<file path="src/rtl/burst_addr_ctr.sv">
module burst_addr_ctr #(
  parameter int AW = 15
) (
  input  logic          clk,
  input  logic          rst_n,
  input  logic          clear_n,
  input  logic          load_n,
  input  logic          count_n,
  input  logic [AW-1:0] ext_addr,
  output logic [AW-1:0] addr
);

  localparam logic [AW-1:0] ZERO = '0;
  localparam logic [AW-1:0] ONE  = AW'(1);

  logic [AW-1:0] addr_q;
  logic [AW-1:0] addr_d;
  logic [AW-1:0] addr_inc;

  assign addr_inc = addr_q + ONE;

  always_comb begin
    if (!clear_n)      addr_d = ZERO;
    else if (!load_n)  addr_d = ext_addr;
    else if (!count_n) addr_d = addr_inc;
    else               addr_d = addr_q;
  end

  always_ff @(posedge clk or negedge rst_n) begin
    if (!rst_n) addr_q <= ZERO;
    else        addr_q <= addr_d;
  end

  assign addr = addr_q;

endmodule


</file>
<file path="config.mk">
export PLATFORM = sky130hd
export DESIGN_NAME = burst_addr_ctr
export DESIGN_NICKNAME = d
export VERILOG_FILES = /design/src/rtl/burst_addr_ctr.sv
export SDC_FILE = /design/constraint.sdc
export NUM_CORES = 1
export LEC_CHECK = 0
export ABC_AREA = 1
export BUFFER_PORTS_ARGS = -buffer_cell sky130_fd_sc_hd__buf_2
export CORE_MARGIN = 10
export CORE_UTILIZATION = 53
export CTS_CLUSTER_SIZE = 12
export DETAILED_ROUTE_END_ITERATION = 8
export PLACE_DENSITY = 0.91
export SYNTH_ARGS = -nofsm -noshare
export SYNTH_HDL_FRONTEND = slang
export SYNTH_SLANG_ARGS = --single-unit
</file>
<file path="constraint.sdc">
create_clock -name clk -period 2.7 [get_ports clk]
set_input_delay 0.81 -clock clk [delete_from_list [all_inputs] [get_ports clk]]
set_output_delay 0.81 -clock clk [all_outputs]
set_load 0.01 [all_outputs]
</file>
==> results_dict.tcl <==
set metrics [dict create \
    status "finished clean" \
    cts_buffer_depth 2 \
    grt_antenna_before_repair 0 \
    synth.most_common_cell "nand2_1" \
    drt_iter0_markers 57 \
    post_cts_buffers 0 \
    grt_max_degree 18 \
    async_flop_share_pct 100 \
    first_global_vias 1186 \
    yosys-top-cells-count "57 x nand2_1, 32 x nor2_1, 15 x dfrtp_1" \
    gp_congestion 0.904 \
    synth.top_cells.by_area "dfrtp_1 35%, nand2_1 20%, nor2_1 11%" \
    grt_pass1_wl_um 5030 \
    yosysWarnings 0 \
    dr.pass1.iters 4 \
    cts.root.buffer_cell "clkbuf_4" \
    crit_cells 1 \
    regToRegSetupSlack_ns 1.23 \
    die_w_um 64.8 \
    crit_chain "buf_2" \
    synth_edf_count 0 \
    slowest_stage "dfrtp_1" \
    start_kind "register" \
    min_period_over_period_pct 64.7 \
    p_leak_uw 0.000666 \
    grt.overflow.total 0 \
    worstMarginPinSlew_ns 0.494 \
    synth_cells 165 \
    numPortBuffers 34 \
    rsz0062_at_grt "no" \
    fin_hold_ws_ns 0.405 \
    post-route-util_pct 65.3 \
    finalPower_uw 524 \
    syn_area_um2 1060 \
    hp-class "in -> async" \
    cts.reportedPaths.clkPinSlew_ns 0.11 \
    synth-main-ff-cell "dfrtp_1" \
    switching_share_pct 33.9 \
    die_area_um2 4200 \
    hold_viol 0 \
    cts_buffers 3 \
    crit_required_ns 1.89 \
    start_util_pct 54.8 \
    netlist-cell-type-count 19 \
    setup_ws_ns 0.952 \
    max_slew_margin_pct 67.0 \
    setup_tns_ns 0 \
    cp_top_family "flip-flops" \
    avgSynthCellArea_um2 6.45 \
    dp_slack_ns 0.788 \
    cp_max_fo 6 \
    post_cts_resized 0 \
    via_count 1154 \
    fin_nets 221 \
    yosysTopAreaCell "dfrtp_1" \
    comb_power_share_pct 22.9 \
    grt_usage_pct 14.3 \
    setup_viol 0 \
    post_drt_via_cell_ratio 5.11 \
    drc 0 \
    period_needed_ns 1.75 \
    synth_top_area_share_pct 35.3 \
    diodes 0 \
    fmax_mhz 572 \
    htree_levels 1 \
    cts.sink_count 15 \
    ys_seq_area_share_pct 35.3 \
    postCtsHoldBufs 0 \
    syn_nets 186 \
    drt-total-wl_um 2980 \
    clkPwrFrac_pct 26.2 \
    final_antenna_net_count 0 \
    ys_ff_latch 15 \
    ir_worst_vdd_uv 275 \
    end_kind "output port" \
    num_io_pins 35 \
    p_int_uw 346 \
    switching_power_uw 177 \
    drv_cap 0 \
    worstRegToRegCells 8 \
    crit_buf_inv 1 \
    syn2layout_area_growth_pct 19.3 \
    crit_type "reg -> out" \
    cp.arrival_ns 0.94 \
    slowest_delay_ns 0.47 \
    power_density_nw_per_um2 413 \
    core.rowCount 16 \
    layout-drive-gt1-share_pct 22.6 \
    largest_reg_flops 15 \
    die_h_um 64.8 \
    timing.clock.skew_ns 0.00734 \
    dp_hpwl_um 2320 \
    wl_per_cell_um 13.2 \
    cts_tree "done" \
    fp.coreArea_um2 1940 \
    drv_slew 0 \
    clock_latency_ns 0.29 \
    seqPwrFrac_pct 50.9 \
]
layer usage:
layer / global-route usage [%] / up-vias / share of wire, %
met2: 23.6 / 45 / 47
met1: 17.3 / 517 / 45
met4: 3.74 / 0 / 0.40
met5: 0 / - / 0
met3: 4.64 / 2 / 8.0
li1: - / 590 / -
placed cells by master, fill, tap and decap left out, drive strengths merged, types with 3 or more instances in the layout:
cell type,count
nand4,6
xor2,4
o21ai,5
dfrtp,15
nand2,57
inv,13
clkbuf,3
buf,35
nor2,37
nand3,13
metrics by stage:
stage               area [um2]  instances
floorplan                 1060        165
global placement          1240        222
detailed placement        1240        222
CTS                       1270        226
global route              1270        226
finish                    1270        226
area by class of cell:
class	count	area, um2
clock buffer	3	22.5
clock inverter	1	5.00
fill	180	673
inverter	13	48.8
multi-input combinational	132	606
sequential	15	375
tap	27	33.8
timing repair buffer	35	178
logic make-up after synthesis:
kind of cell	share of synthesized area [%]
flops	35.3
xor+xnor	4.94
buf+inv	7.76
simple gates	44.6
compound gates	6.23
fa+ha+maj	1.18
power groups by stage:
stage,Clock [uW],Combinational [uW],Sequential (uW)
after floorplan,0,64.3,275
after global placement,0,117,269
after detailed placement,0,120,270
after CTS,134,121,266
after global routing,149,136,270
final,137,120,267
path summary, 6_finish.rpt:
| path | end | start |
|---|---|---|
| setup / recovery | addr[7] | addr[7] |
| hold / removal | addr[10] | rst_n |
| setup reg to reg | addr[10] | addr[1] |
| hold reg to reg | addr[14] | addr[14] |
| max in group asynchronous | addr[4] | rst_n |
| min in group clk | addr[14] | addr[14] |
Power figures use the tool's default switching activity.
